**src/rtl/flush_pkg.sv**
```systemverilog
package flush_pkg;
    typedef enum logic [2:0] {
        ST_IDLE,
        ST_COL_CMD,
        ST_COL_ARG,
        ST_ROW_CMD,
        ST_ROW_ARG,
        ST_MEM_CMD,
        ST_STREAM
    } flush_state_t;

    localparam logic [7:0] OP_COL_WIN = 8'h2A;
    localparam logic [7:0] OP_ROW_WIN = 8'h2B;
    localparam logic [7:0] OP_MEM_WR  = 8'h2C;
    localparam int         ARG_BYTES  = 4;
    localparam int         ADDR_W     = 16;
endpackage

```
**src/rtl/rect_align.sv**
```systemverilog
module rect_align #(
    parameter int PANEL_W      = 178,
    parameter int PANEL_H      = 128,
    parameter int PIX_PER_BYTE = 3,
    parameter int CW           = 8,
    parameter int NW           = 13
) (
    input  logic [CW-1:0]                  x_lo,
    input  logic [CW-1:0]                  y_lo,
    input  logic [CW-1:0]                  x_hi,
    input  logic [CW-1:0]                  y_hi,
    output logic                           in_range,
    output logic [flush_pkg::ADDR_W-1:0]   col_first,
    output logic [flush_pkg::ADDR_W-1:0]   col_last,
    output logic [flush_pkg::ADDR_W-1:0]   row_first,
    output logic [flush_pkg::ADDR_W-1:0]   row_last,
    output logic [NW-1:0]                  total
);
    localparam int AW = flush_pkg::ADDR_W;
    localparam logic [AW-1:0] PPB  = AW'(PIX_PER_BYTE);
    localparam logic [AW-1:0] PW   = AW'(PANEL_W);
    localparam logic [AW-1:0] PH   = AW'(PANEL_H);
    localparam logic [AW-1:0] RUP  = AW'(PIX_PER_BYTE - 1);

    logic [AW-1:0] xl, xh, yl, yh, col_end_x;

    always_comb begin
        xl        = AW'(x_lo);
        xh        = AW'(x_hi);
        yl        = AW'(y_lo);
        yh        = AW'(y_hi);
        in_range  = (xh > xl) && (yh > yl) && (xh <= PW) && (yh <= PH);
        col_first = xl / PPB;
        col_end_x = (xh + RUP) / PPB;
        col_last  = col_end_x - AW'(1);
        row_first = yl;
        row_last  = yh - AW'(1);
        total     = NW'(col_end_x - col_first) * NW'(yh - yl);
    end
endmodule

```
**src/rtl/xfer_counter.sv**
```systemverilog
module xfer_counter #(
    parameter int NW = 13
) (
    input  logic          clk,
    input  logic          rst_n,
    input  logic          load,
    input  logic [NW-1:0] load_val,
    input  logic          dec,
    output logic          last
);
    logic [NW-1:0] remain;

    always_ff @(posedge clk or negedge rst_n) begin
        if (!rst_n)
            remain <= '0;
        else if (load)
            remain <= load_val;
        else if (dec && remain != '0)
            remain <= remain - NW'(1);
    end

    assign last = (remain == NW'(1));
endmodule

```
**src/rtl/flush_fsm.sv**
```systemverilog
module flush_fsm
    import flush_pkg::*;
(
    input  logic         clk,
    input  logic         rst_n,
    input  logic         req,
    input  logic         req_ok,
    input  logic         out_ready,
    input  logic         src_valid,
    input  logic         cnt_last,
    output flush_state_t state,
    output logic [1:0]   arg_idx,
    output logic         take,
    output logic         busy,
    output logic         reject,
    output logic         done,
    output logic         out_valid,
    output logic         out_is_data,
    output logic         src_ready,
    output logic         cnt_dec
);
    flush_state_t nxt;
    logic         xfer;
    logic         last_arg;

    assign xfer     = out_valid && out_ready;
    assign last_arg = (arg_idx == 2'(ARG_BYTES - 1));

    always_comb begin
        nxt = state;
        unique case (state)
            ST_IDLE:    if (req && req_ok)       nxt = ST_COL_CMD;
            ST_COL_CMD: if (xfer)                nxt = ST_COL_ARG;
            ST_COL_ARG: if (xfer && last_arg)    nxt = ST_ROW_CMD;
            ST_ROW_CMD: if (xfer)                nxt = ST_ROW_ARG;
            ST_ROW_ARG: if (xfer && last_arg)    nxt = ST_MEM_CMD;
            ST_MEM_CMD: if (xfer)                nxt = ST_STREAM;
            ST_STREAM:  if (xfer && cnt_last)    nxt = ST_IDLE;
            default:                             nxt = ST_IDLE;
        endcase
    end

    always_ff @(posedge clk or negedge rst_n) begin
        if (!rst_n) begin
            state   <= ST_IDLE;
            arg_idx <= 2'd0;
            reject  <= 1'b0;
            done    <= 1'b0;
        end else begin
            state   <= nxt;
            if ((state == ST_COL_ARG || state == ST_ROW_ARG) && xfer)
                arg_idx <= arg_idx + 2'd1;
            else if (state != ST_COL_ARG && state != ST_ROW_ARG)
                arg_idx <= 2'd0;
            reject  <= (state == ST_IDLE) && req && !req_ok;
            done    <= (state == ST_STREAM) && xfer && cnt_last;
        end
    end

    always_comb begin
        take        = 1'b0;
        busy        = 1'b1;
        out_valid   = 1'b0;
        out_is_data = 1'b0;
        src_ready   = 1'b0;
        cnt_dec     = 1'b0;
        unique case (state)
            ST_IDLE: begin
                busy = 1'b0;
                take = req && req_ok;
            end
            ST_COL_CMD, ST_ROW_CMD, ST_MEM_CMD: begin
                out_valid = 1'b1;
            end
            ST_COL_ARG, ST_ROW_ARG: begin
                out_valid   = 1'b1;
                out_is_data = 1'b1;
            end
            ST_STREAM: begin
                out_valid   = src_valid;
                out_is_data = 1'b1;
                src_ready   = out_ready;
                cnt_dec     = src_valid && out_ready;
            end
            default: busy = 1'b0;
        endcase
    end
endmodule

```
**src/rtl/rect_flush_ctrl.sv**
```systemverilog
module rect_flush_ctrl
    import flush_pkg::*;
#(
    parameter int PANEL_W      = 178,
    parameter int PANEL_H      = 128,
    parameter int PIX_PER_BYTE = 3,
    parameter int CW           = 8
) (
    input  logic          clk,
    input  logic          rst_n,
    input  logic          start,
    input  logic          panel_on,
    input  logic [CW-1:0] x_lo,
    input  logic [CW-1:0] y_lo,
    input  logic [CW-1:0] x_hi,
    input  logic [CW-1:0] y_hi,
    output logic          busy,
    output logic          reject,
    output logic          done,
    output logic          out_valid,
    input  logic          out_ready,
    output logic [7:0]    out_byte,
    output logic          out_is_data,
    input  logic          src_valid,
    input  logic [7:0]    src_byte,
    output logic          src_ready
);
    localparam int ROW_BYTES = (PANEL_W + PIX_PER_BYTE - 1) / PIX_PER_BYTE;
    localparam int NW        = $clog2(ROW_BYTES * PANEL_H + 1);
    localparam int AW        = ADDR_W;

    logic          in_range;
    logic [AW-1:0] al_cf, al_cl, al_rf, al_rl;
    logic [NW-1:0] al_total;
    logic [AW-1:0] win_cf, win_cl, win_rf, win_rl;
    logic [NW-1:0] win_total;
    flush_state_t  state;
    logic [1:0]    arg_idx;
    logic          take, cnt_last, cnt_dec;

    rect_align #(
        .PANEL_W(PANEL_W), .PANEL_H(PANEL_H), .PIX_PER_BYTE(PIX_PER_BYTE),
        .CW(CW), .NW(NW)
    ) u_align (
        .x_lo(x_lo), .y_lo(y_lo), .x_hi(x_hi), .y_hi(y_hi),
        .in_range(in_range),
        .col_first(al_cf), .col_last(al_cl),
        .row_first(al_rf), .row_last(al_rl),
        .total(al_total)
    );

    flush_fsm u_fsm (
        .clk(clk), .rst_n(rst_n),
        .req(start && panel_on), .req_ok(in_range),
        .out_ready(out_ready), .src_valid(src_valid), .cnt_last(cnt_last),
        .state(state), .arg_idx(arg_idx), .take(take),
        .busy(busy), .reject(reject), .done(done),
        .out_valid(out_valid), .out_is_data(out_is_data),
        .src_ready(src_ready), .cnt_dec(cnt_dec)
    );

    xfer_counter #(.NW(NW)) u_cnt (
        .clk(clk), .rst_n(rst_n),
        .load(take), .load_val(al_total),
        .dec(cnt_dec), .last(cnt_last)
    );

    always_ff @(posedge clk or negedge rst_n) begin
        if (!rst_n) begin
            win_cf    <= '0;
            win_cl    <= '0;
            win_rf    <= '0;
            win_rl    <= '0;
            win_total <= '0;
        end else if (take) begin
            win_cf    <= al_cf;
            win_cl    <= al_cl;
            win_rf    <= al_rf;
            win_rl    <= al_rl;
            win_total <= al_total;
        end
    end

    function automatic logic [7:0] arg_pick(input logic [AW-1:0] first,
                                            input logic [AW-1:0] last,
                                            input logic [1:0]    idx);
        unique case (idx)
            2'd0:    arg_pick = first[15:8];
            2'd1:    arg_pick = first[7:0];
            2'd2:    arg_pick = last[15:8];
            default: arg_pick = last[7:0];
        endcase
    endfunction

    always_comb begin
        unique case (state)
            ST_COL_CMD: out_byte = OP_COL_WIN;
            ST_COL_ARG: out_byte = arg_pick(win_cf, win_cl, arg_idx);
            ST_ROW_CMD: out_byte = OP_ROW_WIN;
            ST_ROW_ARG: out_byte = arg_pick(win_rf, win_rl, arg_idx);
            ST_MEM_CMD: out_byte = OP_MEM_WR;
            ST_STREAM:  out_byte = src_byte;
            default:    out_byte = 8'h00;
        endcase
    end
endmodule

```
**config.mk**
```make
export PLATFORM = sky130hd
export DESIGN_NAME = rect_flush_ctrl
export DESIGN_NICKNAME = d
export VERILOG_FILES = /design/src/rtl/flush_pkg.sv /design/src/rtl/rect_align.sv /design/src/rtl/xfer_counter.sv /design/src/rtl/flush_fsm.sv /design/src/rtl/rect_flush_ctrl.sv
export SDC_FILE = /design/constraint.sdc
export NUM_CORES = 1
export LEC_CHECK = 0
export ABC_AREA = 1
export ABC_CLOCK_PERIOD_IN_PS = 4200
export BUFFER_PORTS_ARGS = -buffer_cell sky130_fd_sc_hd__buf_2
export CORE_ASPECT_RATIO = 1.4
export CORE_MARGIN = 2
export CORE_UTILIZATION = 25
export DETAILED_ROUTE_END_ITERATION = 12
export GPL_TIMING_DRIVEN = 0
export HOLD_SLACK_MARGIN = 0.08
export PLACE_DENSITY = 0.48
export SLEW_MARGIN = 20
export SYNTH_ARGS = -nofsm -noshare
export SYNTH_HDL_FRONTEND = slang
export SYNTH_SLANG_ARGS = --single-unit
```
**constraint.sdc**
```tcl
create_clock -name clk -period 4.2 [get_ports clk]
set_input_delay 0.63 -clock clk [delete_from_list [all_inputs] [get_ports clk]]
set_output_delay 0.63 -clock clk [all_outputs]
set_load 0.03 [all_outputs]
```
==> results of run 1 <==
## final cells by class
cell class              instances  area share (%)
multi-input cells             781            59.4
plain buffers                  19            1.26
clock inverters                 5            1.26
flip-flops and latches         59            14.9
repair buffers                111            7.71
inverters                     214            8.20
well taps                     385            4.87
clock buffers                  11            2.35
diodes                          1          0.0253
## cell usage after synthesis, drive strengths merged
library cell and instances:
nand2 252, inv 211, nor2 115, ha 74, o21ai 71, dfrtp 59, nand3 51, fa 50
a21oi 45, xor2 31, xnor2 19, clkbuf 16, nand4 16, nor3 13, or2 7, a22oi 6
o211ai 6, o221ai 6, a221oi 3, buf 3, clkinv 3, a31oi 2, nor4 2, o2111ai 2
o41ai 2, a211oi 1, a21boi 1, a221o 1, a311oi 1, a31o 1, and2 1, o21bai 1
o311ai 1
## metal layers
layer / share of wire [%] / wire length, um / global-route usage [%]
met2: 55 / 12600 / 29.0
met3: 2.4 / 546 / 0.974
met4: 2.2 / 512 / 4.31
met5: 0 / 0 / 0
met1: 40 / 9110 / 16.2
## what timing repair did
action / 4_1_cts / 5_1_grt
pin swaps: 57 / 62
resized for setup: 52 / 81
gates cloned: 0 / 0
buffers inserted: 26 / 27
setup endpoints to repair: 18 / 24
## critical path: cells and delay by family
family / cells / cell delay [ns]
fa+ha+maj: 10 / 3.37
simple gates: 25 / 2.59
compound gates: 9 / 1.32
xor+xnor: 4 / 0.84
buf+inv: 11 / 0.68
## stage by stage
stage	util, %	hold WS (ns)	cells	instance area, um^2
5_1_grt	33.0	0.171	1585	9900
4_1_cts	31.4	0.160	1559	9410
2_1_floorplan	-	0.334	1073	7800
3_5_place_dp	28.6	0.464	1517	8600
3_3_place_gp	28.5	0.455	1516	8570
6_report	33.0	0.160	1586	9900
## cell usage in the layout (no fill, tap or decap), drive strengths merged, types with 13 or more instances in the layout
cell type,n
nand4,16
fa,50
nor3,13
a21oi,45
xor2,31
buf,113
xnor2,19
inv,211
nand3,51
o21ai,71
clkbuf,28
nand2,252
ha,74
nor2,115
dfrtp,59
## cells by family (layout without fill, tap and decap cells)
kind of cell,after synthesis,after routing,synth area share [%]
buffers and inverters,233,360,11.6
AND/OR/NAND/NOR,457,457,26.4
adder cells (fa/ha/maj),124,124,25.3
other,0,1,0
flip-flops,59,59,19.4
XOR/XNOR,50,50,5.75
AO/OA/AOI/OAI,150,150,11.5
## registers in the layout, summed over array words and instances (netlist names)
signal	cells
u_cnt.remain	13
u_fsm.arg_idx	2
u_fsm.done	1
u_fsm.reject	1
u_fsm.state	3
win_cf	7
win_cl	15
win_rf	8
win_rl	9
## worst min path at each step
stage | from | end | slack, ns | cells past startpoint
detailed placement | win_rl[3]$_DFFE_PN0P_ | win_rl[3]$_DFFE_PN0P_ | 0.46 | 2
global route | rst_n | u_cnt.remain[3]$_DFFE_PN0P_ | 0.17 | 1
CTS | rst_n | u_cnt.remain[10]$_DFFE_PN0P_ | 0.16 | 1
finish | rst_n | u_cnt.remain[10]$_DFFE_PN0P_ | 0.16 | 1
floorplan | rst_n | u_cnt.remain[0]$_DFFE_PN0P_ | 0.33 | 0
global placement | win_rl[5]$_DFFE_PN0P_ | win_rl[5]$_DFFE_PN0P_ | 0.46 | 2
==> summary.txt, run 1 <==
status = complete, but fails checks
violated checks = setup timing
clk sink count = 59
Die H = 211 um
routed via count = 7115
CTS clk-pin slew, worst paths = 0.05 ns
largest net degree at the start of global routing = 47
via/cell ratio = 4.49
Synth Register Bits = 59
core area = 30000 um^2
die area = 31900 um^2
synth top area cells = dfrtp_1, fa_1, ha_1
RR Endpoint = u_cnt.remain[6]$_DFFE_PN0P_
PnR worst setup slack = -5.05 ns
GRT overflow = 0
area of the multi-input gates = 5880 um^2
CTS Root Cell = clkbuf_16
NumNets Final = 1365
First-pass DRT Iterations = 7
Detail Route Antenna Nets = 0
R2R Setup Slk = 1.57 ns
Port Buffer Count = 58
Placer Congestion = 0.851
crit path DAT = 9.49 ns
Max Cap Viol = 0
CTS Buf Count = 9
CP endpoint = u_cnt.remain[12]$_DFFE_PN0P_
FF-to-FF Start = u_fsm.state[2]$_DFFE_PN0P_
post-detailed-route wirelength per cell = 14.4 um
hold buffers post-CTS = 0
Synth top area share = 19.4%
fin crit period = 9.25 ns
standard-cell rows = 75
yosys synthesis warning count = 0
DRC Markers = 0
WP data required = 4.44 ns
first-pass GRT wire length = 36600 um
crit end category = flop
CP Max Fanout = 4
Worst-Margin Slew = 0.915 ns
relative slew slack = 38.6%
Worst Clk Skew = 0.00812 ns
Synthesized Nets = 1243
sequential element share of the synthesized area = 19.4%
Largest stage delay, worst path = 0.55 ns
share of cells above drive strength 1 = 24.6%
CP startpoint = x_lo[6]
Hold WC Path Type = in -> async
clock latency on the worst-skew pair = 0.33 ns
total track usage = 14.6%
flip-flop and latch area = 1480 um^2
Starting Density = 25.4%
vias in the first global route = 7320
Final Hold Viols = 0
Mean Syn Cell Area = 7.10 um^2
Boundary Pins = 60
RSZ-0062 raised after global routing = true
FMAX = 108 MHz
H-tree levels = 3
Routed Wire Length = 22800 um
pre-CTS WS = -6.12 ns
worst r2r path cells = 10
Slowest-stage cell, CP = fa_1
Clock Path Buffers = 2
initial antenna violation count = 1
setup TNS = -38.42 ns
cell taking the most area after synthesis = dfrtp_1
Crit Path Class = in -> reg
distinct cell type count after synthesis = 46
detailed placement HPWL = 18700 um
CTS tree = yes
number of DRC markers in iteration 0 = 240
Filler cells = 3244
# setup viols final = 13
Die Width = 152 um
Max Slew Vio Count = 0
Syn Inst Count = 1073
Tcrit/Tclk final = 220%
area grow syn2layout = 30.0%
Post-Synthesis Cell Area = 7620 um^2
startpoint types = input pin
Power of run 1 is not shown: default switching activity piles up to over one toggle a cycle in this logic, so the estimate is an artifact.
==> run 2: changes to the inputs <==
Settings changed: ABC_CLOCK_PERIOD_IN_PS 4200 to not set, SYNTH_HIERARCHICAL set to 1.
==> summary.txt, run 2 <==
status = complete, but fails checks
violated checks = setup timing
Boundary Pins = 60 (unchanged)
Largest stage delay, worst path = 0.60 ns (+0.05 ns)
Routed Wire Length = 26200 um (+15%)
CTS Root Cell = clkbuf_16
Die Width = 168 um (+11%)
clk sink count = 84 (+42%)
Die H = 234 um (+11%)
Final Hold Viols = 0 (unchanged)
largest net degree at the start of global routing = 75 (+60%)
First-pass DRT Iterations = 7 (unchanged)
Max Slew Vio Count = 0 (unchanged)
Tcrit/Tclk final = 213% (-6.9 points)
Slowest-stage cell, CP = fa_2
standard-cell rows = 84 (+12%)
R2R Setup Slk = 1.94 ns (+0.37 ns)
WP data required = 4.48 ns (+0.04 ns)
yosys synthesis warning count = 6 (+6)
initial antenna violation count = 2 (+1)
Buf+Inv Stages, Crit Path = 8 (-3)
CP top delay family = adder cells
FMAX = 112 MHz (+3.2%)
total track usage = 13.6% (-0.96 points)
relative slew slack = 43.5% (+4.9 points)
PnR worst setup slack = -4.77 ns (+0.288 ns)
Post-Synthesis Cell Area = 9470 um^2 (+24%)
share of cells above drive strength 1 = 33.4% (+8.8 points)
first-pass GRT wire length = 42200 um (+15%)
# setup viols final = 14 (+1)
Max Cap Viol = 0 (unchanged)
distinct cell type count after synthesis = 49 (+6.5%)
ys async rst share = 100% (unchanged)
Clock Path Buffers = 2 (unchanged)
most used cell, CP = nand2_1
Worst-Margin Slew = 0.841 ns (-0.0733 ns)
worst r2r path cells = 8 (-2)
die area = 39500 um^2 (+24%)
CP endpoint = u_cnt/remain[12]$_DFFE_PN0P_
Syn Inst Count = 1196 (+11%)
Crit Path Class = in -> reg
detailed placement HPWL = 21300 um (+14%)
Placer Congestion = 0.856 (+0.55%)
Mean Syn Cell Area = 7.92 um^2 (+12%)
CP Max Fanout = 4 (unchanged)
Synth Register Bits = 84 (+42%)
DRC Markers = 0 (unchanged)
vias in the first global route = 8241 (+13%)
number of DRC markers in iteration 0 = 276 (+15%)
top cells by count, synth = nand2_1, inv_1, nor2_1
commonest non-fill, non-tap cell in the layout = nand2_1
RR Endpoint = u_cnt/remain[11]$_DFFE_PN0P_
NumNets Final = 1485 (+8.8%)
most frequent cells in the layout = nand2_1, inv_1, nor2_1
crit path DAT = 9.25 ns (-0.24 ns)
clock latency on the worst-skew pair = 0.35 ns (+0.02 ns)
Top FF cell, synth = dfrtp_1
via/cell ratio = 4.44 (-0.99%)
Detail Route Antenna Nets = 0 (unchanged)
Hold WC Path Type = in -> async
CP startpoint = x_lo[6]
synth top area cells = dfrtp_1, fa_1, nand2_1
count leader, synth = nand2_1
number of synthesized flops with an enable pin = 0 (unchanged)
startpoint types = input pin
Starting Density = 25.3% (-0.062 points)
area grow syn2layout = 24.6%
cell taking the most area after synthesis = dfrtp_1
routed via count = 8013 (+13%)
crit end category = flop
Synth top area share = 22.2% (+2.8 points)
RSZ-0062 raised after global routing = true
H-tree levels = 3 (unchanged)
critical path depth in cells = 53 (-10%)
core area = 37400 um^2 (+25%)
Port Buffer Count = 59 (+1.7%)
CTS clk-pin slew, worst paths = 0.07 ns (+0.02 ns)
fin crit period = 8.97 ns (-0.288 ns)
sequential element share of the synthesized area = 22.2% (+2.8 points)
GRT overflow = 0 (unchanged)
Hold WS = 0.0953 ns (-0.0649 ns)
Worst Clk Skew = 0.0104 ns (+0.00230 ns)
FF-to-FF Start = u_fsm/state[1]$_DFFE_PN0P_
CTS Buf Count = 9 (unchanged)
CTS tree = yes
post-detailed-route wirelength per cell = 14.5 um (+1.3%)
run 2: cell count changes in the layout (fill, tap and decap cells not counted), sizes merged, moves of 26 or more:
cell and delta:
mux2 +64, nand2 +39, nor2 +26, nand3 +59, o21ai -36, buf +43, inv -42
run 2: kinds of logic after synthesis:
family                     after synthesis  synth area share (%)
and+or+nand+nor                        577                  29.6
buffers and inverters                  224                  11.5
adders and majority gates              114                  19.0
AOI/OAI and AO/OA                       89                  6.08
DFF                                     84                  22.2
muxes                                   64                  7.61
xor gates and xnor gates                43                  3.98
other                                    1                0.0396
run 2: repair_timing:
| action | in CTS | in global routing |
|---|---|---|
| setup buffers | 30 | 14 |
| pin swaps | 60 | 62 |
| setup endpoints to repair | 73 | 77 |
| hold buffers | 0 | 0 |
| resized for setup | 63 | 45 |
| cloned | 0 | 0 |
run 2: how the worst min path moves through the flow:
stage | from | to | slack (ns) | cells past startpoint
global route | rst_n | u_fsm/done$_DFF_PN0_ | 0.09 | 1
finish | rst_n | u_cnt/remain[8]$_DFFE_PN0P_ | 0.1 | 1
floorplan | rst_n | u_cnt/remain[0]$_DFFE_PN0P_ | 0.33 | 0
global placement | win_rf[4]$_DFFE_PN0P_ | win_rf[4]$_DFFE_PN0P_ | 0.49 | 1
CTS | rst_n | u_fsm/reject$_DFF_PN0_ | 0.09 | 1
detailed placement | rst_n | u_fsm/done$_DFF_PN0_ | 0.46 | 1
run 2: worst register-to-register path: stages, from the launching register on:
cell and delay [ns]:
dfrtp_1 0.65, nand2_2 0.13, inv_2 0.10, nand2_2 0.08
nor3_1 0.66, nand2_8 0.16, nor2_4 0.23, nand3_1 0.11
nand2_1 0.08
run 2: cell type report:
type	instances	area, um^2
Multi-Input combinational cell	904	6940
Clock buffer	9	225
Tap cell	473	592
Antenna cell	1	2.50
Sequential cell	84	2100
Clock inverter	7	105
Timing Repair Buffer	103	727
Inverter	169	642
Fill cell	4069	25600
Buffer	54	457
run 2: stage by stage:
step           setup WS (ns)  area, um^2  TNS (ns)  cells  utilization [%]
6_report               -4.77       11800    -36.67   1804             31.5
5_1_grt                -5.22       11800    -42.44   1803             31.5
4_1_cts                -4.94       11500    -38.52   1790             30.8
3_5_place_dp           -5.84       10600    -81.68   1745             28.5
3_3_place_gp           -5.77       10600   -127.89   1744             28.4
2_1_floorplan          -4.33        9720    -33.39   1212                -
run 2: routing by layer:
| metal | vias to the layer above | track usage [%] | wire length (um) |
|---|---|---|---|
| li1 | 4036 | - | - |
| met1 | 3813 | 15.6 | 10800 |
| met2 | 124 | 25.9 | 13900 |
| met3 | 38 | 1.59 | 753 |
| met4 | 2 | 4.90 | 727 |
| met5 | - | 0 | 8 |
Power of run 2 is left out for the same reason.
==> run 3: changes to the inputs <==
Settings changed: HOLD_SLACK_MARGIN 0.08 to not set, PLACE_DENSITY 0.48 to 0.38.
==> summary.txt, run 3 (same netlist as run 2, synthesis figures left out) <==
Max Slew Vio Count = 0 (unchanged)
Max Cap Viol = 0 (unchanged)
largest net degree at the start of global routing = 60 (-20%)
Tcrit/Tclk final = 218% (+4.4 points)
most used cell, CP = nand2_2
Clock Path Buffers = 2 (unchanged)
NumNets Final = 1510 (+1.7%)
area of the multi-input gates = 7100 um^2 (+2.3%)
CP top delay family = adder cells
DRT met1 WL = 11600 um (+7.6%)
share of cells above drive strength 1 = 35.5% (+2.1 points)
Placer Congestion = 0.796 (-7.0%)
area grow syn2layout = 28.7%
crit path DAT = 9.44 ns (+0.19 ns)
violated checks = setup timing
detailed placement HPWL = 22800 um (+6.9%)
DRC Markers = 0 (unchanged)
die area = 39500 um^2 (unchanged)
placed cell count = 1745 (unchanged)
First-pass DRT Iterations = 5 (-2)
metal3 WL = 930 um (+24%)
core area = 37400 um^2 (unchanged)
relative slew slack = 40.6% (-2.9 points)
CTS Buf Count = 9 (unchanged)
WP data required = 4.49 ns (about the same)
post-detailed-route wirelength per cell = 15.5 um (+6.3%)
commonest non-fill, non-tap cell in the layout = nand2_1
most frequent cells in the layout = nand2_1, inv_1, nor2_1
Slowest-stage cell, CP = fa_1
Die Width = 168 um (unchanged)
routed via count = 8126 (+1.4%)
first-pass GRT wire length = 45100 um (+6.8%)
Die H = 234 um (unchanged)
GRT overflow = 0 (unchanged)
Largest stage delay, worst path = 0.53 ns (-0.07 ns)
CTS clk-pin slew, worst paths = 0.07 ns (about the same)
setup TNS = -38.94 ns (-2.28 ns)
status = complete, but fails checks
H-tree levels = 3 (unchanged)
number of DRC markers in iteration 0 = 290 (+5.1%)
initial antenna violation count = 6 (+4)
standard-cell rows = 84 (unchanged)
startpoint types = input pin
clock latency on the worst-skew pair = 0.35 ns (about the same)
Final Hold Viols = 0 (unchanged)
CTS tree = yes
Routed met2 length = 15400 um (+10%)
total track usage = 14.7% (+1.1 points)
RSZ-0062 raised after global routing = true
clk sink count = 84 (unchanged)
crit end category = flop
Routed Wire Length = 28300 um (+7.8%)
Hold WS = 0.141 ns (+0.0457 ns)
Worst Clk Skew = 0.0104 ns (+0.0000284 ns)
via/cell ratio = 4.44 (about the same)
flip-flop and latch area = 2100 um^2 (unchanged)
Filler cells = 4048 (-0.52%)
CTS Root Cell = clkbuf_16
Port Buffer Count = 59 (unchanged)
fin crit period = 9.15 ns (+0.185 ns)
hold buffers post-CTS = 0 (unchanged)
pre-CTS WS = -5.96 ns (-0.118 ns)
Detail Route Antenna Nets = 0 (unchanged)
Buf+Inv Stages, Crit Path = 10 (+2)
Boundary Pins = 60 (unchanged)
fin cells = 1829 (+1.4%)
top sig layer = met5
vias in the first global route = 8508 (+3.2%)
CP Max Fanout = 4 (unchanged)
Hold WC Path Type = in -> async
PnR worst setup slack = -4.95 ns (-0.185 ns)
# setup viols final = 12 (-2)
Worst-Margin Slew = 0.888 ns (+0.0471 ns)
Starting Density = 25.3% (unchanged)
FMAX = 109 MHz (-2.0%)
Crit Path Class = in -> reg
## run 3: changes by cell type in the layout (fill, tap and decap cells not counted), sizes merged
cell / before / now
inv: 169 / 170
clkbuf: 10 / 14
bufinv: 2 / 0
clkinv: 4 / 3
buf: 156 / 179
## run 3: final cells by class
class	instances	share of cell area (%)
multi-input combinational	904	58.3
sequential	84	17.2
timing repair buffer	128	8.13
inverter	169	5.37
tap	473	4.86
buffer	54	3.69
clock buffer	11	2.07
clock inverter	5	0.349
antenna	1	0.0205
## run 3: timing repair
item / 4_1_cts / 5_1_grt
pin swaps: 71 / 87
setup endpoints to repair: 77 / 73
gates resized for setup: 72 / 92
setup buffers: 40 / 31
## run 3: metrics by stage
stage	utilization, %	instance area, um^2
6_report	32.6	12200
4_1_cts	31.0	11600
3_5_place_dp	28.5	10700
2_1_floorplan	-	9720
3_3_place_gp	28.4	10600
5_1_grt	32.6	12200
## run 3: path summary, 6_finish.rpt
kind,from,slack [ns],endpoint,cells past startpoint
worst min register to register,win_rl[15]$_DFFE_PN0P_,0.51,win_rl[15]$_DFFE_PN0P_,1
min in group clk,win_rl[15]$_DFFE_PN0P_,0.51,win_rl[15]$_DFFE_PN0P_,1
worst max register to register,u_fsm/state[1]$_DFFE_PN0P_,1.93,u_cnt/remain[11]$_DFFE_PN0P_,8
worst min-delay path,rst_n,0.14,u_cnt/remain[9]$_DFFE_PN0P_,1
worst max-delay path,x_lo[6],-4.95,u_cnt/remain[12]$_DFFE_PN0P_,55
max in group asynchronous,rst_n,3.46,win_rf[7]$_DFFE_PN0P_,2
## run 3: worst register-to-register path, stage by stage (launching register included)
cell	delay, ns
dfrtp_1	0.66
nand2_2	0.13
inv_2	0.10
nand2_2	0.08
nor3_1	0.67
nand2_8	0.16
nor2_4	0.23
nand3_1	0.11
nand2_1	0.07
## run 3: routing by layer
layer / vias up / global-route usage [%]
met5: - / 0
met4: 10 / 2.56
met3: 28 / 2.50
met2: 96 / 28.8
met1: 3920 / 16.7
li1: 4072 / -
Power of run 3 is left out for the same reason.
